## src/rtl/ser_chan_pkg.sv

```systemverilog
package ser_chan_pkg;
  localparam int unsigned BUF_W = 9;
  localparam int unsigned DIV_W = 7;
  localparam int unsigned REG_W = BUF_W + DIV_W;
  localparam int unsigned CNT_W = DIV_W + 1;
  localparam int unsigned LEN_W = 4;

  localparam logic [1:0] BE_FULL = 2'b11;
  localparam logic [1:0] BE_LOW  = 2'b01;

  typedef logic [LEN_W-1:0] len_t;

  function automatic logic [BUF_W-1:0] len_mask(input len_t len);
    logic [BUF_W-1:0] m;
    for (int i = 0; i < BUF_W; i++) m[i] = (i < int'(len));
    return m;
  endfunction
endpackage

```

## src/rtl/ser_baud_div.sv

```systemverilog
module ser_baud_div
  import ser_chan_pkg::*;
(
  input  logic             clk_i,
  input  logic             rst_ni,
  input  logic             en_i,
  input  logic [DIV_W-1:0] div_i,
  output logic             tick_o
);
  logic [CNT_W-1:0] cnt_q;
  logic [CNT_W-1:0] lim;

  assign lim    = {div_i, 1'b1};  // 2*(D+1) - 1
  assign tick_o = en_i && (cnt_q == lim);

  always_ff @(posedge clk_i or negedge rst_ni) begin
    if (!rst_ni)             cnt_q <= '0;
    else if (!en_i)          cnt_q <= '0;
    else if (cnt_q == lim)   cnt_q <= '0;
    else                     cnt_q <= cnt_q + 1'b1;
  end

  AST_TICK_ONE_CYCLE: assert property (@(posedge clk_i) disable iff (!rst_ni)
    tick_o |=> !tick_o);
  AST_TICK_RESTART: assert property (@(posedge clk_i) disable iff (!rst_ni)
    !en_i |=> !tick_o);
endmodule

```

## src/rtl/ser_shift_reg.sv

```systemverilog
module ser_shift_reg
  import ser_chan_pkg::*;
(
  input  logic             clk_i,
  input  logic             rst_ni,
  input  logic             en_i,
  input  len_t             len_i,
  input  logic             msb_first_i,
  input  logic             load_i,
  input  logic [BUF_W-1:0] load_data_i,
  input  logic             step_i,
  input  logic             sin_i,
  output logic [BUF_W-1:0] sr_o,
  output logic [BUF_W-1:0] mask_o,
  output logic             sout_o,
  output logic             load_done_o
);
  logic [BUF_W-1:0] sr_q, sr_nxt;
  logic [BUF_W:0]   ext;
  len_t             top;

  assign mask_o = len_mask(len_i);
  assign top    = len_i - 1'b1;
  assign ext    = {1'b0, sr_q};
  assign sr_o   = sr_q;
  assign sout_o = !en_i ? 1'b1 : (msb_first_i ? sr_q[top] : sr_q[0]);

  always_comb begin
    if (msb_first_i) begin
      sr_nxt = {sr_q[BUF_W-2:0], sin_i} & mask_o;
    end else begin
      for (int i = 0; i < BUF_W; i++)
        sr_nxt[i] = (i == int'(top)) ? sin_i : (mask_o[i] & ext[i+1]);
    end
  end

  always_ff @(posedge clk_i or negedge rst_ni) begin
    if (!rst_ni) begin
      sr_q        <= '0;
      load_done_o <= 1'b0;
    end else begin
      load_done_o <= load_i;
      if (load_i)      sr_q <= load_data_i & mask_o;
      else if (step_i) sr_q <= sr_nxt;
    end
  end

  AST_LOAD_COPY: assert property (@(posedge clk_i) disable iff (!rst_ni)
    load_i |=> load_done_o && (sr_o == $past(load_data_i & mask_o)));
  AST_LSB_ENTRY: assert property (@(posedge clk_i) disable iff (!rst_ni)
    (step_i && !load_i && !msb_first_i) |=> sr_o[$past(top)] == $past(sin_i));
  AST_MSB_ENTRY: assert property (@(posedge clk_i) disable iff (!rst_ni)
    (step_i && !load_i && msb_first_i) |=> sr_o[0] == $past(sin_i));
endmodule

```

## src/rtl/ser_data_reg.sv

```systemverilog
module ser_data_reg
  import ser_chan_pkg::*;
(
  input  logic             clk_i,
  input  logic             rst_ni,
  input  logic             en_i,
  input  logic             wr_i,
  input  logic [1:0]       be_i,
  input  logic [REG_W-1:0] wdata_i,
  input  logic             cap_i,
  input  logic [BUF_W-1:0] cap_data_i,
  input  logic [BUF_W-1:0] cap_mask_i,
  output logic [REG_W-1:0] rdata_o,
  output logic [BUF_W-1:0] buf_o,
  output logic [DIV_W-1:0] div_o
);
  logic [REG_W-1:0] data_q, data_nxt;

  always_comb begin
    data_nxt = data_q;
    if (wr_i && be_i == BE_FULL) begin
      data_nxt = wdata_i;
    end else if (wr_i && be_i == BE_LOW) begin
      data_nxt[7:0] = wdata_i[7:0];
      if (!en_i) data_nxt[REG_W-1:BUF_W] = '0;  // stopped byte write drops divider
    end
    if (cap_i) data_nxt[BUF_W-1:0] = cap_data_i & cap_mask_i;
  end

  always_ff @(posedge clk_i or negedge rst_ni) begin
    if (!rst_ni) data_q <= '0;
    else         data_q <= data_nxt;
  end

  assign rdata_o = data_q;
  assign buf_o   = data_q[BUF_W-1:0];
  assign div_o   = data_q[REG_W-1:BUF_W];

  AST_BYTE_WR_RUN: assert property (@(posedge clk_i) disable iff (!rst_ni)
    (wr_i && be_i == BE_LOW && en_i && !cap_i) |=> rdata_o[REG_W-1:8] == $past(rdata_o[REG_W-1:8]));
  AST_BYTE_WR_STOP: assert property (@(posedge clk_i) disable iff (!rst_ni)
    (wr_i && be_i == BE_LOW && !en_i) |=> rdata_o[REG_W-1:BUF_W] == '0);
  AST_NO_WR: assert property (@(posedge clk_i) disable iff (!rst_ni)
    (wr_i && be_i != BE_FULL && be_i != BE_LOW && !cap_i) |=> $stable(rdata_o));
endmodule

```

## src/rtl/ser_chan_data.sv

```systemverilog
module ser_chan_data
  import ser_chan_pkg::*;
#(
  parameter int unsigned CHAN_ID      = 0,
  parameter int unsigned WIDE_CHAN_ID = 0
) (
  input  logic        clk_i,
  input  logic        rst_ni,
  input  logic        chan_en_i,
  input  logic        bus_wr_i,
  input  logic [1:0]  bus_be_i,
  input  logic [15:0] bus_wdata_i,
  output logic [15:0] bus_rdata_o,
  input  logic [1:0]  len_sel_i,
  input  logic        msb_first_i,
  input  logic        load_i,
  input  logic        capture_i,
  input  logic        shift_en_i,
  input  logic        ser_in_i,
  output logic        ser_out_o,
  output logic        bit_tick_o,
  output logic        load_done_o,
  output logic        capture_done_o
);
  len_t             eff_len, long_len;
  logic [BUF_W-1:0] buf_data, sr_data, mask;
  logic [DIV_W-1:0] div;
  logic             step;
  logic             cap_done_q;

  if (CHAN_ID == WIDE_CHAN_ID) begin : g_wide
    assign long_len = len_t'(BUF_W);
  end else begin : g_narrow
    assign long_len = len_t'(BUF_W - 1);
  end

  always_comb begin
    case (len_sel_i)
      2'b00:   eff_len = len_t'(BUF_W - 2);
      2'b01:   eff_len = len_t'(BUF_W - 1);
      default: eff_len = long_len;
    endcase
  end

  assign step = bit_tick_o && shift_en_i && chan_en_i;

  ser_data_reg u_reg (
    .clk_i      (clk_i),
    .rst_ni     (rst_ni),
    .en_i       (chan_en_i),
    .wr_i       (bus_wr_i),
    .be_i       (bus_be_i),
    .wdata_i    (bus_wdata_i),
    .cap_i      (capture_i),
    .cap_data_i (sr_data),
    .cap_mask_i (mask),
    .rdata_o    (bus_rdata_o),
    .buf_o      (buf_data),
    .div_o      (div)
  );

  ser_baud_div u_div (
    .clk_i  (clk_i),
    .rst_ni (rst_ni),
    .en_i   (chan_en_i),
    .div_i  (div),
    .tick_o (bit_tick_o)
  );

  ser_shift_reg u_sr (
    .clk_i       (clk_i),
    .rst_ni      (rst_ni),
    .en_i        (chan_en_i),
    .len_i       (eff_len),
    .msb_first_i (msb_first_i),
    .load_i      (load_i),
    .load_data_i (buf_data),
    .step_i      (step),
    .sin_i       (ser_in_i),
    .sr_o        (sr_data),
    .mask_o      (mask),
    .sout_o      (ser_out_o),
    .load_done_o (load_done_o)
  );

  always_ff @(posedge clk_i or negedge rst_ni) begin
    if (!rst_ni) cap_done_q <= 1'b0;
    else         cap_done_q <= capture_i;
  end
  assign capture_done_o = cap_done_q;

  AST_CAP_CLEAN: assert property (@(posedge clk_i) disable iff (!rst_ni)
    capture_i |=> capture_done_o && ((bus_rdata_o[BUF_W-1:0] & ~$past(mask)) == '0));
  AST_CAP_KEEPS_DIV: assert property (@(posedge clk_i) disable iff (!rst_ni)
    (capture_i && !bus_wr_i) |=> bus_rdata_o[15:BUF_W] == $past(bus_rdata_o[15:BUF_W]));
  AST_LEN_LIMIT: assert property (@(posedge clk_i) disable iff (!rst_ni)
    len_sel_i[1] |-> $countones(mask) == ((CHAN_ID == WIDE_CHAN_ID) ? BUF_W : BUF_W - 1));
endmodule

```

## config.mk

```make
export PLATFORM = sky130hd
export DESIGN_NAME = ser_chan_data
export DESIGN_NICKNAME = d
export VERILOG_FILES = /design/src/rtl/ser_chan_pkg.sv /design/src/rtl/ser_baud_div.sv /design/src/rtl/ser_shift_reg.sv /design/src/rtl/ser_data_reg.sv /design/src/rtl/ser_chan_data.sv
export SDC_FILE = /design/constraint.sdc
export NUM_CORES = 1
export LEC_CHECK = 0
export ABC_AREA = 1
export BUFFER_PORTS_ARGS = -buffer_cell sky130_fd_sc_hd__clkbuf_2
export CAP_MARGIN = 20
export CORE_ASPECT_RATIO = 0.5
export CORE_MARGIN = 2
export CORE_UTILIZATION = 45
export CTS_BUF_LIST = sky130_fd_sc_hd__clkbuf_4 sky130_fd_sc_hd__clkbuf_8
export DETAILED_ROUTE_END_ITERATION = 10
export PLACE_DENSITY = 0.69
export SLEW_MARGIN = 40
export SYNTH_ARGS = -nofsm -noshare
export SYNTH_HDL_FRONTEND = slang
export SYNTH_HIERARCHICAL = 1
export SYNTH_SLANG_ARGS = --single-unit
```

## constraint.sdc

```tcl
create_clock -name clk_i -period 2.16 [get_ports clk_i]
set_clock_uncertainty 0.05 [all_clocks]
set_input_delay 0.324 -clock clk_i [delete_from_list [all_inputs] [get_ports clk_i]]
set_output_delay 0.324 -clock clk_i [all_outputs]
set_load 0.01 [all_outputs]
```

Word-level counts from Yosys, hierarchy flattened
Cells that the tools add are included.
Widths: inputs -> output; s select.
{ "word_totals": {"ramBits": 0, "memories": 0, "wordCells": 81, "input_bits": 29, "reg_bits": 35, "latch_bits": 0, "rom_bits": 0} }
{ "classes": {"multipliers": 0, "n_eq_ne": 13, "shifts": 0, "reduce_logical": 12, "magnitude_cmp": 10, "bitwise": 11, "div_mod_pow": 0, "add_sub_neg": 2, "n_mux": 26} }
{ "op_table": {"columns": ["cell", "count"], "rows": [
  ["$mux 9", 4],
  ["$mux 8", 4],
  ["$and 9x9->9", 3],
  ["$mux 7", 3],
  ["$eq 4x4->1 const A", 5],
  ["$lt 3x4->1 const A", 4],
  ["$mux 1", 13],
  ["$add 8x1->8 const B", 1],
  ["$and 1x1->1", 8],
  ["$eq 3x4->1 const A", 2],
  ["$eq 8x8->1", 1],
  ["$lt 1x4->1 const A", 2],
  ["$lt 2x4->1 const A", 2],
  ["$pmux 4 s2", 1],
  ["$reduce_bool 2->1", 3],
  ["$logic_and 1x1->1", 5],
  ["$lt 4x5->1 const B", 1],
  ["$bmux 1 s4", 1],
  ["$eq 2x1->1 const B", 2],
  ["$eq 2x4->1 const A", 1],
  ["$logic_not 4->1", 1],
  ["$lt 4x4->1 const A", 1],
  ["$sub 4x1->4 const B", 1],
  ["$reduce_bool 3->1", 1],
  ["4 further kinds", 4]
]} }

Depth between registers and ports, before layout
Gate-level depths: netlist of run 1.
{ "depth": {"word_depth": 8, "depth_mapped": 15, "mapped_depth_nobuf": 14} }

By module
The synthesis of run 1 kept the hierarchy.
{ "modules_own_cells": {"columns": ["module", "seq_area_each_um2", "instances", "cells_per_inst", "area_each_um2"], "rows": [
  ["ser_shift_reg", 250.2, 1, 175, 1091.0],
  ["ser_data_reg", 400.4, 1, 120, 903.4],
  ["ser_baud_div", 200.2, 1, 109, 623.1],
  ["ser_chan_data", 25.0, 1, 8, 53.8]
]} }

Worst setup path after synthesis of run 1
OpenSTA, ideal clock, no wires.
{ "synth_path": {"kind": "input to output", "from": "in len_sel_i[1]", "to": "out ser_out_o", "path_stages": 12, "arrival_ns": 1.840, "path_buffers": 0, "setup_slack_ns": -0.054, "required_time_ns": 1.786, "cell_sequence": "nor2_2 > inv_1 > ha_1 > inv_1 > nand2_2 > nand2_2 > inv_4 > nor2_1 > nand4_1 > nand3_1 > nand2_1 > nand3_1"} }
{ "synth_between": {"elab_chain_cells": 7, "elab_cells_between_ends": 8, "cone_classes": "1 x add/sub; 1 x eq/ne; 5 x mux; 1 x reduce/logical"} }
{ "synth_rtl": {"columns": ["element", "line", "rtl"], "rows": [
  ["start, declared", "ser_chan_data.sv:14", "input logic [1:0] len_sel_i,"],
  ["$eq 2x1->1 or $logic_not 2->1 (tied branches)", "ser_chan_data.sv:38", "case (len_sel_i)"],
  ["$pmux 4 s2 *", "ser_chan_data.sv:38", null],
  ["$sub 4x1->4 *", "ser_shift_reg.sv:23", "assign top = len_i - 1'b1;"],
  ["$bmux 1 s4 *", "ser_shift_reg.sv:26", "assign sout_o = !en_i ? 1'b1 : (msb_first_i ? sr_q[top] : sr_q[0]);"],
  ["$mux 1 (implied by the code) *", "ser_shift_reg.sv:26", null],
  ["$mux 1 * (2 in a row)", "ser_shift_reg.sv:26", null],
  ["end, declared", "ser_chan_data.sv:20", "output logic ser_out_o,"]
]} }
Every way passes the cells marked *; elsewhere a longest branch is shown, timed or not. The select of a mux whose other input is x is not followed.

Worst setup path in the final report of run 1
{ "layout_path": {"from": "in len_sel_i[1]", "to": "out ser_out_o"} }
{ "layout_between": {"elab_chain_cells": 7, "elab_cells_between_ends": 8, "cone_classes": "1 x add/sub; 1 x eq/ne; 5 x mux; 1 x reduce/logical"} }
{ "layout_rtl": {"columns": ["element", "line", "rtl"], "rows": [
  ["$eq 2x1->1 or $logic_not 2->1 (tied branches)", "ser_chan_data.sv:38", null],
  ["$pmux 4 s2 *", "ser_chan_data.sv:38", null],
  ["net eff_len[1]", "ser_chan_data.sv:25", "len_t eff_len, long_len;"],
  ["$sub 4x1->4 *", "ser_shift_reg.sv:23", null],
  ["$bmux 1 s4 *", "ser_shift_reg.sv:26", null],
  ["$mux 1 (implied by the code) *", "ser_shift_reg.sv:26", null],
  ["$mux 1 * (2 in a row)", "ser_shift_reg.sv:26", null]
]} }
Mark *: on every way through the listed nets, which the timed path passes. The rest lies on a longest branch. The select of a mux whose other input is x is not followed.

==> run summary, run 1 <==
OUTCOME
-----------------------------------------------------------------------------------------------
Violations in the final reports                                                             DRC
Outcome                                                                            finished, violations left

MIN PATH
-----------------------------------------------------------------------------------------------
Worst hold-check path type                                                         input pin to asynchronous set/reset pin

TIMING
-----------------------------------------------------------------------------------------------
Final critical-path share of the clock period                                             0.939
Final hold vios                                                                               0
Relative max-transition margin                                                            0.706
Fin Setup TNS                                                                              0 ns
Final Slew Violations                                                                         0
Top achievable clock speed                                                              493 MHz
Tmin final                                                                              2.03 ns
Final count of negative-setup-slack endpoints                                                 0
Setup WS post-layout                                                                   0.132 ns
Post-route worst hold slack                                                          0.00449 ns
Worst Tran Pin Value                                                                   0.440 ns

GLOBAL ROUTE
-----------------------------------------------------------------------------------------------
Vias in the first global route                                                             2282
Largest net degree at the start of global routing                                            36
First-pass GRT wire length                                                             10900 um
Total track usage                                                                         0.210
Antenna violations before repair                                                              0
Overflow left after global routing                                                            0

SYNTH
-----------------------------------------------------------------------------------------------
Mapped Area                                                                            2670 um2
Count of yosys warnings during synthesis                                                      6
Proportion of register bits with asynchronous set or reset after synthesis                 1.00
Syn avg cell area                                                                      6.48 um2
Post-Synthesis Net Count                                                                    448
Number of standard cells after synthesis                                                    412
EDFF count, synth                                                                             0
Most used DFF post-synth                                                           sky130_fd_sc_hd__dfrtp_1
Sequential cell area fraction in the yosys report                                         0.328
Flop and latch count out of synthesis                                                        35
Distinct cell type count of the synthesized netlist                                          29

CLOCK TREE
-----------------------------------------------------------------------------------------------
Buffer levels on the longest clock path                                                       2
TritonCTS clock tree                                                                       done
Number of buffers added to fix hold violations after cts                                      0
CTS Buf Count                                                                                 5
Number of levels the H-tree was split into                                                    2
Clock input transition at the sequential cells of the worst setup and hold paths        0.07 ns
Clock Sinks                                                                                  35
Cell chosen for the clock root                                                     sky130_fd_sc_hd__clkbuf_8
Clk_lat worst skew                                                                      0.29 ns

FLOORPLAN
-----------------------------------------------------------------------------------------------
Row count                                                                                    19
Placeable core area                                                                    5610 um2
Area enclosed by the die boundary                                                      6610 um2
Die height                                                                              58.5 um
Number of ports placed on the die boundary                                                   49
Initial core utilization                                                                  0.476
Width of the die                                                                         113 um

POWER AND IR DROP
-----------------------------------------------------------------------------------------------
Fraction of power spent switching nets                                                    0.346
Maximum ir drop on the vdd rail                                                          254 uV
Share of total power in sequential cells                                                  0.434
Proportion of power drawn by combinational gates                                          0.280
Cell area power density                                                              612 nW/um2
Power Internal                                                                          1.22 mW
Switching power of the nets                                                            0.649 mW
Clock group share of total power                                                          0.286
Power, Total                                                                            1.87 mW
Static leakage                                                                          1.64 nW

PLACE
-----------------------------------------------------------------------------------------------
Setup WS pre-CTS                                                                      0.0282 ns
Cell Area, Placed                                                                      2900 um2
Total instance count after detailed placement                                               519
Placed wire-length estimate                                                             5030 um
Final RePlAce weighted congestion                                                         0.920
Number of I/O port buffers                                                                   48

FINAL LAYOUT
-----------------------------------------------------------------------------------------------
Area growth syn-to-layout                                                                 14.7%
Area of the multi-input gates                                                          1490 um2
Final cell count without fillers                                                            528
Fin util                                                                                  0.546
Layout cell share with drive strength beyond 1                                            0.220
Seq. cell area                                                                          876 um2
Fin nets                                                                                    490
Antenna fix cells                                                                             0
Count of fill cells added during filler insertion                                           585
Non-Filler Cell Area, Final                                                            3060 um2

FLOW RUN
-----------------------------------------------------------------------------------------------
MaxCap Viol Count                                                                             0

DRT
-----------------------------------------------------------------------------------------------
ANT nets after route                                                                          0
Count of vias placed by the detailed router                                                2655
First-pass iteration count of the detailed router                                             8
Via/cell ratio                                                                             5.03
Final Routed Wirelength                                                                 6710 um
Residual DRC count                                                                            1
Avg WL per Cell                                                                         12.7 um
Number of DRC violations after detailed-routing iteration 0                                 196

WORST SETUP PATH
-----------------------------------------------------------------------------------------------
Type of destination of the critical path                                            output port
Reg-to-reg endpoint                                                                u_sr/sr_o[6]
Launch instance of the worst register-to-register path                             u_div/cnt_q[3]
Peak fanout along the critical path                                                           9
Startpoint class of the critical path                                                 input pin
Required arrival time at the worst endpoint                                             1.79 ns
Critical path data arrival time                                                         1.65 ns
Number of cells on the worst reg-to-reg path                                                 14
Setup slack, reg-to-reg                                                                 0.24 ns
Critical path type                                                                 input pin to output port

critical path: stages:
cell	delay, ns
sky130_fd_sc_hd__clkbuf_2	0.11
sky130_fd_sc_hd__nor2_4	0.12
sky130_fd_sc_hd__buf_6	0.17
sky130_fd_sc_hd__clkinvlp_4	0.14
sky130_fd_sc_hd__inv_2	0.13
sky130_fd_sc_hd__nand3_1	0.10
sky130_fd_sc_hd__nand2_2	0.12
sky130_fd_sc_hd__nor2_2	0.06
sky130_fd_sc_hd__nand2_1	0.06
sky130_fd_sc_hd__nand3_1	0.07
sky130_fd_sc_hd__nand2_1	0.06
sky130_fd_sc_hd__nand3_1	0.06
sky130_fd_sc_hd__clkbuf_2	0.13
final cells by class:
type,instances,share of cell area
timing repair buffer,60,0.109
tap,73,0.0298
inverter,42,0.0535
clock buffer,7,0.0315
clock inverter,1,0.00245
multi-input combinational,310,0.488
sequential,35,0.286
what timing repair did:
action | CTS | global route
endpoints found under the setup margin | 0 | 9
buffers inserted | 0 | 1
resized for setup | 0 | 11
registers in the layout (all words and copies together), names as in the netlist:
signal and flops:
capture_done_o 1, u_div/cnt_q 8, u_sr/load_done_o 1, u_sr/sr_o 9, u_reg/rdata_o 16
cells in the mapped netlist (2+ instances only):
cell type / number / share of area
sky130_fd_sc_hd__nand2_1: 154 / 0.22
sky130_fd_sc_hd__nand3_1: 55 / 0.10
sky130_fd_sc_hd__nor2_1: 37 / 0.052
sky130_fd_sc_hd__dfrtp_1: 35 / 0.33
sky130_fd_sc_hd__inv_1: 32 / 0.045
sky130_fd_sc_hd__buf_4: 17 / 0.048
sky130_fd_sc_hd__a21oi_1: 10 / 0.019
sky130_fd_sc_hd__inv_2: 8 / 0.011
sky130_fd_sc_hd__nand4_1: 8 / 0.019
sky130_fd_sc_hd__a31oi_1: 7 / 0.016
sky130_fd_sc_hd__ha_1: 7 / 0.033
sky130_fd_sc_hd__o21ai_0: 7 / 0.013
sky130_fd_sc_hd__nand2_2: 5 / 0.012
sky130_fd_sc_hd__o21ai_1: 5 / 0.0094
sky130_fd_sc_hd__a21oi_2: 3 / 0.0098
sky130_fd_sc_hd__clkbuf_1: 3 / 0.0042
sky130_fd_sc_hd__nor2_2: 3 / 0.0070
sky130_fd_sc_hd__buf_6: 2 / 0.0084
sky130_fd_sc_hd__nand2_4: 2 / 0.0084
sky130_fd_sc_hd__nor2_4: 2 / 0.0084
sky130_fd_sc_hd__xnor2_1: 2 / 0.0066
kinds of logic (layout without fill, tap and decap cells):
group | after synthesis | in the layout | share of synthesized area
AO/OA/AOI/OAI | 35 | 35 | 0.0763
buffers and inverters | 67 | 110 | 0.131
flip-flops | 35 | 35 | 0.328
adder cells (fa/ha/maj) | 7 | 7 | 0.0328
XOR/XNOR | 2 | 2 | 0.00656
AND/OR/NAND/NOR | 266 | 266 | 0.426
worst max-delay path by stage:
stage / startpoint / to / slack [ns] / cells past startpoint
after floorplan: len_sel_i[1] / ser_out_o / 0.11 / 12
after global placement: len_sel_i[1] / ser_out_o / 0.08 / 14
after detailed placement: u_div/cnt_q[3] / u_sr/sr_o[6] / 0.03 / 14
after CTS: u_div/cnt_q[3] / u_sr/sr_o[6] / 0.005 / 14
after global routing: len_sel_i[1] / ser_out_o / -0.03 / 15
final: len_sel_i[1] / ser_out_o / 0.13 / 13
cells in the final DEF (no fill, tap or decap):
cell type / synthesis / layout
sky130_fd_sc_hd__clkbuf_8: 0 / 7
sky130_fd_sc_hd__a31oi_1: 7 / 7
sky130_fd_sc_hd__a21oi_1: 10 / 10
sky130_fd_sc_hd__clkinv_1: 1 / 1
sky130_fd_sc_hd__nand2_1: 154 / 153
sky130_fd_sc_hd__nand4_1: 8 / 8
sky130_fd_sc_hd__clkinvlp_4: 0 / 2
sky130_fd_sc_hd__buf_6: 2 / 1
sky130_fd_sc_hd__o21ai_2: 1 / 1
sky130_fd_sc_hd__clkbuf_2: 1 / 48
sky130_fd_sc_hd__nand3_1: 55 / 55
sky130_fd_sc_hd__inv_2: 8 / 9
sky130_fd_sc_hd__nor2_2: 3 / 3
sky130_fd_sc_hd__o31ai_1: 1 / 1
sky130_fd_sc_hd__nand2_4: 2 / 3
sky130_fd_sc_hd__inv_1: 32 / 30
sky130_fd_sc_hd__xnor2_1: 2 / 2
sky130_fd_sc_hd__ha_4: 0 / 2
sky130_fd_sc_hd__nand2_2: 5 / 5
sky130_fd_sc_hd__nor2_1: 37 / 35
sky130_fd_sc_hd__ha_1: 7 / 5
sky130_fd_sc_hd__o21ai_0: 7 / 7
sky130_fd_sc_hd__nor2_4: 2 / 4
sky130_fd_sc_hd__o211ai_1: 1 / 1
sky130_fd_sc_hd__buf_4: 17 / 11
sky130_fd_sc_hd__inv_4: 1 / 1
sky130_fd_sc_hd__o21ai_1: 5 / 5
sky130_fd_sc_hd__a21oi_2: 3 / 3
sky130_fd_sc_hd__dfrtp_1: 35 / 35
power groups by stage:
stage	registers, mW	logic (mW)	clock network [mW]
after global routing	0.824	0.597	0.576
after CTS	0.811	0.511	0.544
after floorplan	0.796	0.405	0
after detailed placement	0.823	0.509	0
final	0.813	0.524	0.535
after global placement	0.822	0.503	0
layer usage:
| layer | routed length (um) | track usage |
|---|---|---|
| met2 | 3090 | 0.330 |
| met1 | 3120 | 0.294 |
| met3 | 418 | 0.0371 |
| met5 | 0 | 0 |
| met4 | 82 | 0.0784 |
No activity file was read; power rests on OpenSTA's default activity.
==> run 2: changes to the inputs <==
CTS_BUF_LIST = sky130_fd_sc_hd__clkbuf_16   (was sky130_fd_sc_hd__clkbuf_4 sky130_fd_sc_hd__clkbuf_8)
==> run 2 against run 1 <==
Against the previous run:
- the flow still finishes with violations (DRC)
- critical endpoint unchanged
- sequential cell count unchanged
- wire length about the same
- non-clock buffer count unchanged
- cell area increased by 1.2%
- power increased by 8.2%
- clock-buffer cell count decreased by 2
- combinational power about the same
- sequential power about the same
- sequential share of layout area decreased by 0.33 points
- global-route usage increased by 0.18 points
- die area unchanged
- first-iteration DRC count increased by 12%
==> run summary, run 2 (synthesis gave the netlist of run 1 again) <==
OUTCOME
-----------------------------------------------------------------------------------------------
Outcome                                                                            finished, violations left
Violations in the final reports                                                             DRC

CLOCK TREE
-----------------------------------------------------------------------------------------------
CTS Buf Count                                                                                 5   unchanged
Number of levels the H-tree was split into                                                    2   unchanged
Buffer levels on the longest clock path                                                       2   unchanged
Clk_lat worst skew                                                                      0.28 ns   about the same
Clock input transition at the sequential cells of the worst setup and hold paths        0.05 ns   -0.02 ns
Cell chosen for the clock root                                                     sky130_fd_sc_hd__clkbuf_16
TritonCTS clock tree                                                                       done
Number of buffers added to fix hold violations after cts                                      0   unchanged
Clock Sinks                                                                                  35   unchanged

FINAL LAYOUT
-----------------------------------------------------------------------------------------------
Fin nets                                                                                    490   unchanged
Commonest non-fill, non-tap cell in the layout                                     sky130_fd_sc_hd__nand2_1
Area growth syn-to-layout                                                                 16.0%
Area of the multi-input gates                                                          1490 um2   unchanged
Largest register FFs                                                                         16   unchanged
Antenna fix cells                                                                             0   unchanged
Fin util                                                                                  0.552   +0.00647
Count of fill cells added during filler insertion                                           581   -0.68%
Seq. cell area                                                                          876 um2   unchanged
Most used cells in the layout excluding fill and tap cells                         sky130_fd_sc_hd__nand2_1 (153), sky130_fd_sc_hd__nand3_1 (55), sky130_fd_sc_hd__clkbuf_2 (48), sky130_fd_sc_hd__nor2_1 (35), sky130_fd_sc_hd__dfrtp_1 (35)
Layout cell share with drive strength beyond 1                                            0.215   -0.00440

FLOW RUN
-----------------------------------------------------------------------------------------------
MaxCap Viol Count                                                                             0   unchanged

FLOORPLAN
-----------------------------------------------------------------------------------------------
Row count                                                                                    19   unchanged
Die height                                                                              58.5 um   unchanged
Width of the die                                                                         113 um   unchanged
Placeable core area                                                                    5610 um2   unchanged
Area enclosed by the die boundary                                                      6610 um2   unchanged
Number of ports placed on the die boundary                                                   49   unchanged
Initial core utilization                                                                  0.476   unchanged

WORST SETUP PATH
-----------------------------------------------------------------------------------------------
Type of destination of the critical path                                            output port
Critical path data arrival time                                                         1.67 ns   +0.02 ns
Required arrival time at the worst endpoint                                             1.79 ns   about the same
Critical path type                                                                 input pin to output port
Peak fanout along the critical path                                                           9   unchanged
Startpoint class of the critical path                                                 input pin

POWER AND IR DROP
-----------------------------------------------------------------------------------------------
Cell area power density                                                              654 nW/um2   +6.9%
Maximum ir drop on the vdd rail                                                          344 uV   +35%
Power, Total                                                                            2.03 mW   +8.2%
Clock group share of total power                                                          0.339   +0.053
Switching power of the nets                                                            0.672 mW   +3.6%
Power Internal                                                                          1.35 mW   +11%
Proportion of power drawn by combinational gates                                          0.259   -0.021
Fraction of power spent switching nets                                                    0.332   -0.0147
Static leakage                                                                          1.66 nW   +0.88%
Share of total power in sequential cells                                                  0.402   -0.032

TIMING
-----------------------------------------------------------------------------------------------
Final critical-path share of the clock period                                             0.944   +0.00513
Worst Tran Pin Value                                                                   0.442 ns   +0.00177 ns
Tmin final                                                                              2.04 ns   +0.0111 ns
Final hold vios                                                                               0   unchanged
Setup WS post-layout                                                                   0.121 ns   -0.0111 ns
Top achievable clock speed                                                              490 MHz   -0.54%
Relative max-transition margin                                                            0.705   -0.00118
Final count of negative-setup-slack endpoints                                                 0   unchanged
Fin Setup TNS                                                                              0 ns   unchanged
Final Slew Violations                                                                         0   unchanged

DRT
-----------------------------------------------------------------------------------------------
Residual DRC count                                                                            1   unchanged
Via/cell ratio                                                                             5.05   +0.49%
First-pass iteration count of the detailed router                                             8   unchanged
Count of vias placed by the detailed router                                                2668   +0.49%
ANT nets after route                                                                          0   unchanged
Avg WL per Cell                                                                         12.7 um   about the same
Final Routed Wirelength                                                                 6710 um   about the same
Number of DRC violations after detailed-routing iteration 0                                 220   +12%

GLOBAL ROUTE
-----------------------------------------------------------------------------------------------
Overflow left after global routing                                                            0   unchanged
Largest net degree at the start of global routing                                            36   unchanged
Vias in the first global route                                                             2278   -0.18%
Total track usage                                                                         0.211   +0.00183
Antenna violations before repair                                                              0   unchanged
First-pass GRT wire length                                                             11000 um   +0.76%

PLACE
-----------------------------------------------------------------------------------------------
Placed wire-length estimate                                                             5030 um   unchanged
Setup WS pre-CTS                                                                      0.0282 ns   unchanged
Number of I/O port buffers                                                                   48   unchanged
Final RePlAce weighted congestion                                                         0.920   unchanged

MIN PATH
-----------------------------------------------------------------------------------------------
Worst hold-check path type                                                         input pin to asynchronous set/reset pin

## run 2: changes by cell type in the layout (fill, tap and decap cells not counted), sizes merged
cell and delta:
clkinv +2, clkbuf -2
## run 2: power by group through the flow
stage	Combinational (mW)	Clock (mW)	Sequential, mW
5_1_grt	0.598	0.732	0.825
4_1_cts	0.511	0.698	0.812
6_report	0.526	0.687	0.814
2_1_floorplan	0.405	0	0.796
3_3_place_gp	0.503	0	0.822
3_5_place_dp	0.509	0	0.823
## run 2: metrics by stage
| stage | cell area (um2) | hold WS, ns | std cells |
|---|---|---|---|
| floorplan | 2680 | -0.0216 | 412 |
| global placement | 2900 | 0.332 | 519 |
| detailed placement | 2900 | 0.340 | 519 |
| CTS | 3040 | 0.0402 | 527 |
| global route | 3100 | 0.0643 | 528 |
| finish | 3100 | 0.0182 | 528 |
## run 2: worst paths after layout
kind | start | end | slack (ns) | cells past startpoint
max reg2reg | u_div/cnt_q[3] | u_sr/sr_o[6] | 0.24 | 14
min in group clk_i | bus_wdata_i[9] | u_reg/rdata_o[9] | 0.19 | 3
max in group asynchronous | rst_ni | u_div/cnt_q[7] | 1.72 | 2
min reg2reg | u_div/cnt_q[0] | u_div/cnt_q[0] | 0.45 | 1
min | rst_ni | u_sr/load_done_o | 0.02 | 2
max | len_sel_i[1] | ser_out_o | 0.12 | 13
## run 2: cell type report
| class | count | area share |
|---|---|---|
| Multi-Input combinational cell | 310 | 0.482 |
| Sequential cell | 35 | 0.283 |
| Tap cell | 73 | 0.0295 |
| Clock inverter | 3 | 0.00484 |
| Timing Repair Buffer | 60 | 0.108 |
| Clock buffer | 5 | 0.0404 |
| Inverter | 42 | 0.0529 |
## run 2: repair_timing
action,4_1_cts,5_1_grt
endpoints found under the hold margin,0,0
gates resized for setup,0,11
setup buffers,0,1
endpoints found under the setup margin,0,9
## run 2: routing by layer
layer  wire (um)  vias to the layer above  track usage  part of all wire
li1            -                     1380            -                 -
met1        3170                     1198        0.300              0.47
met3         393                        5       0.0381             0.059
met2        3080                       85        0.332              0.46
met5           0                        -            0                 0
met4          67                        0       0.0714             0.010
## run 2: critical path, stage by stage
cell and delay (ns):
sky130_fd_sc_hd__clkbuf_2 0.11, sky130_fd_sc_hd__nor2_4 0.12, sky130_fd_sc_hd__buf_6 0.17, sky130_fd_sc_hd__clkinvlp_4 0.14, sky130_fd_sc_hd__inv_2 0.13, sky130_fd_sc_hd__nand3_1 0.10
sky130_fd_sc_hd__nand2_2 0.12, sky130_fd_sc_hd__nor2_2 0.06, sky130_fd_sc_hd__nand2_1 0.06, sky130_fd_sc_hd__nand3_1 0.07, sky130_fd_sc_hd__nand2_1 0.06, sky130_fd_sc_hd__nand3_1 0.06
sky130_fd_sc_hd__clkbuf_2 0.13
==> run 3: changes to the inputs <==
--- a/constraint.sdc
+++ b/constraint.sdc
@@ -3,3 +3,3 @@
 set_input_delay 0.324 -clock clk_i [delete_from_list [all_inputs] [get_ports clk_i]]
 set_output_delay 0.324 -clock clk_i [all_outputs]
-set_load 0.01 [all_outputs]
+set_load 0.02 [all_outputs]
==> run 3 against run 2 <==
Against the previous run:
- the run still ends with DRC left
- clock-buffer cell count is the same
- non-clock buffer count grew 7
- die area is the same
- highest routed layer unchanged
==> run summary, run 3 (synthesis gave the netlist of run 1 again) <==
OUTCOME
-----------------------------------------------------------------------------------------------
Outcome                                                                            finished, violations left
Violations in the final reports                                                             DRC

TIMING
-----------------------------------------------------------------------------------------------
Final hold vios                                                                               0   unchanged
Relative max-transition margin                                                            0.632   -0.0730
Top achievable clock speed                                                              493 MHz   +0.63%
Fin Setup TNS                                                                              0 ns   unchanged
Worst Tran Pin Value                                                                   0.552 ns   +0.110 ns
Final critical-path share of the clock period                                             0.938   -0.00588
Post-route worst hold slack                                                            0.199 ns   +0.181 ns
Final count of negative-setup-slack endpoints                                                 0   unchanged
Final Slew Violations                                                                         0   unchanged
Tmin final                                                                              2.03 ns   -0.0127 ns

GLOBAL ROUTE
-----------------------------------------------------------------------------------------------
Vias in the first global route                                                             2470   +8.4%
Antenna violations before repair                                                              0   unchanged
First-pass GRT wire length                                                             11500 um   +4.6%
Largest net degree at the start of global routing                                            23   -36%
Overflow left after global routing                                                            0   unchanged
Total track usage                                                                         0.219   +0.00761

FLOORPLAN
-----------------------------------------------------------------------------------------------
Width of the die                                                                         113 um   unchanged
Row count                                                                                    19   unchanged
Number of ports placed on the die boundary                                                   49   unchanged
Initial core utilization                                                                  0.476   unchanged
Area enclosed by the die boundary                                                      6610 um2   unchanged
Placeable core area                                                                    5610 um2   unchanged
Die height                                                                              58.5 um   unchanged

DRT
-----------------------------------------------------------------------------------------------
Avg WL per Cell                                                                         12.7 um   -0.16%
Residual DRC count                                                                            1   unchanged
Number of DRC violations after detailed-routing iteration 0                                 239   +8.6%
Highest layer used for signal routing                                                      met4
ANT nets after route                                                                          0   unchanged
Metal1 wirelength                                                                       3160 um   -0.38%
Total met3 wirelength after detailed routing                                             386 um   -1.8%
Count of vias placed by the detailed router                                                2707   +1.5%
First-pass iteration count of the detailed router                                             8   unchanged
Wire length on met2                                                                     3170 um   +3.0%
Final Routed Wirelength                                                                 6790 um   +1.2%
Via/cell ratio                                                                             5.06   +0.13%

FINAL LAYOUT
-----------------------------------------------------------------------------------------------
Area of the multi-input gates                                                          1500 um2   +0.34%
Most used cells in the layout excluding fill and tap cells                         sky130_fd_sc_hd__nand2_1 (153), sky130_fd_sc_hd__nand3_1 (55), sky130_fd_sc_hd__clkbuf_2 (47), sky130_fd_sc_hd__nor2_1 (35), sky130_fd_sc_hd__dfrtp_1 (35)
Seq. cell area                                                                          876 um2   unchanged
Fin nets                                                                                    497   +1.4%
Final cell count without fillers                                                            535   +1.3%
Layout cell share with drive strength beyond 1                                            0.229   +0.0141
Largest register FFs                                                                         16   unchanged
Commonest non-fill, non-tap cell in the layout                                     sky130_fd_sc_hd__nand2_1
Antenna fix cells                                                                             0   unchanged
Count of fill cells added during filler insertion                                           569   -2.1%
Area growth syn-to-layout                                                                 20.0%

WORST SETUP PATH
-----------------------------------------------------------------------------------------------
Peak fanout along the critical path                                                           8   -1
Critical path data arrival time                                                         1.65 ns   -0.02 ns
CP max stage cell                                                                  sky130_fd_sc_hd__ha_4
Type of destination of the critical path                                            output port
Worst path cell trace                                                              clkbuf_2 > nor2_4 > inv_4 > ha_4 > inv_1 > nand2_2 > nand2_4 > inv_4 > nor2_2 > nand2_1 > nand3_1 > nand2_1 > nand3_1 > buf_4
Delay of the slowest cell on the worst path                                             0.16 ns   about the same
Critical path type                                                                 input pin to output port
Setup slack, reg-to-reg                                                                 0.32 ns   +0.08 ns
Required arrival time at the worst endpoint                                             1.79 ns   about the same
Startpoint class of the critical path                                                 input pin

CLOCK TREE
-----------------------------------------------------------------------------------------------
Clk_lat worst skew                                                                      0.28 ns   about the same
Clock input transition at the sequential cells of the worst setup and hold paths        0.05 ns   about the same
Cell chosen for the clock root                                                     sky130_fd_sc_hd__clkbuf_16
Clock Sinks                                                                                  35   unchanged
Number of levels the H-tree was split into                                                    2   unchanged
CTS Buf Count                                                                                 5   unchanged
TritonCTS clock tree                                                                       done
Buffer levels on the longest clock path                                                       2   unchanged

POWER AND IR DROP
-----------------------------------------------------------------------------------------------
Clock group share of total power                                                          0.363   +0.024
Power Internal                                                                          1.49 mW   +9.8%
Static leakage                                                                          1.71 nW   +3.4%
Share of total power in sequential cells                                                  0.372   -0.030
Switching power of the nets                                                            0.705 mW   +4.9%
Cell area power density                                                              684 nW/um2   +4.6%
Fraction of power spent switching nets                                                    0.321   -0.0102
Maximum ir drop on the vdd rail                                                          417 uV   +21%
Proportion of power drawn by combinational gates                                          0.265   +0.006

PLACE
-----------------------------------------------------------------------------------------------
Number of I/O port buffers                                                                   48   unchanged
Placed wire-length estimate                                                             5180 um   +2.8%
Final RePlAce weighted congestion                                                         0.935   +1.6%
Total instance count after detailed placement                                               521   +0.39%

MIN PATH
-----------------------------------------------------------------------------------------------
Worst hold-check path type                                                         input pin to register

FLOW RUN
-----------------------------------------------------------------------------------------------
MaxCap Viol Count                                                                             0   unchanged

-- run 3: area by class of cell --
| cell class | instances | share of cell area |
|---|---|---|
| Clock inverter | 3 | 0.0121 |
| Clock buffer | 5 | 0.0390 |
| Tap cell | 73 | 0.0285 |
| Timing Repair Buffer | 67 | 0.127 |
| Multi-Input combinational cell | 310 | 0.467 |
| Inverter | 42 | 0.0527 |
| Sequential cell | 35 | 0.273 |
-- run 3: metrics by stage --
step           setup slack, ns  cell area [um2]  power [mW]  utilization
2_1_floorplan           0.0482             2680        1.24            -
3_3_place_gp            0.0500             2920        1.36        0.520
3_5_place_dp            0.0180             2920        1.37        0.520
4_1_cts                 0.0126             3090        2.18        0.551
5_1_grt               -0.00379             3210        2.33        0.572
6_report                 0.133             3210        2.19        0.572
-- run 3: metal layers --
metal,vias up,track usage
li1,1401,-
met1,1225,0.292
met2,77,0.368
met3,4,0.0402
met4,0,0.0749
met5,-,0
-- run 3: path summary, 6_finish.rpt --
kind	from	end	depth (start not counted)
setup / recovery	len_sel_i[1]	ser_out_o	14
hold / removal	bus_wdata_i[10]	u_reg/rdata_o[10]	3
hold reg to reg	u_div/cnt_q[0]	u_div/cnt_q[0]	1
min in group asynchronous	rst_ni	u_sr/load_done_o	2
max in group asynchronous	rst_ni	u_reg/rdata_o[15]	3
setup reg to reg	u_div/cnt_q[3]	u_sr/sr_o[6]	14
-- run 3: critical path: cells and delay by family --
family / cells / cell delay, ns
simple gates: 8 / 0.72
buf+inv: 5 / 0.44
fa+ha+maj: 1 / 0.16
-- run 3: power groups by stage --
stage / clock network (mW) / registers (mW) / logic [mW]
floorplan: 0 / 0.797 / 0.440
global placement: 0 / 0.822 / 0.542
detailed placement: 0 / 0.824 / 0.547
CTS: 0.818 / 0.812 / 0.552
global route: 0.847 / 0.827 / 0.655
finish: 0.797 / 0.815 / 0.581
-- run 3: timing repair --
| item | 4_1_cts | 5_1_grt |
|---|---|---|
| setup endpoints to repair | 0 | 9 |
| endpoints found under the hold margin | 20 | 0 |
| hold buffers | 1 | 0 |
| buffers inserted | 0 | 5 |
| gates resized for setup | 0 | 18 |
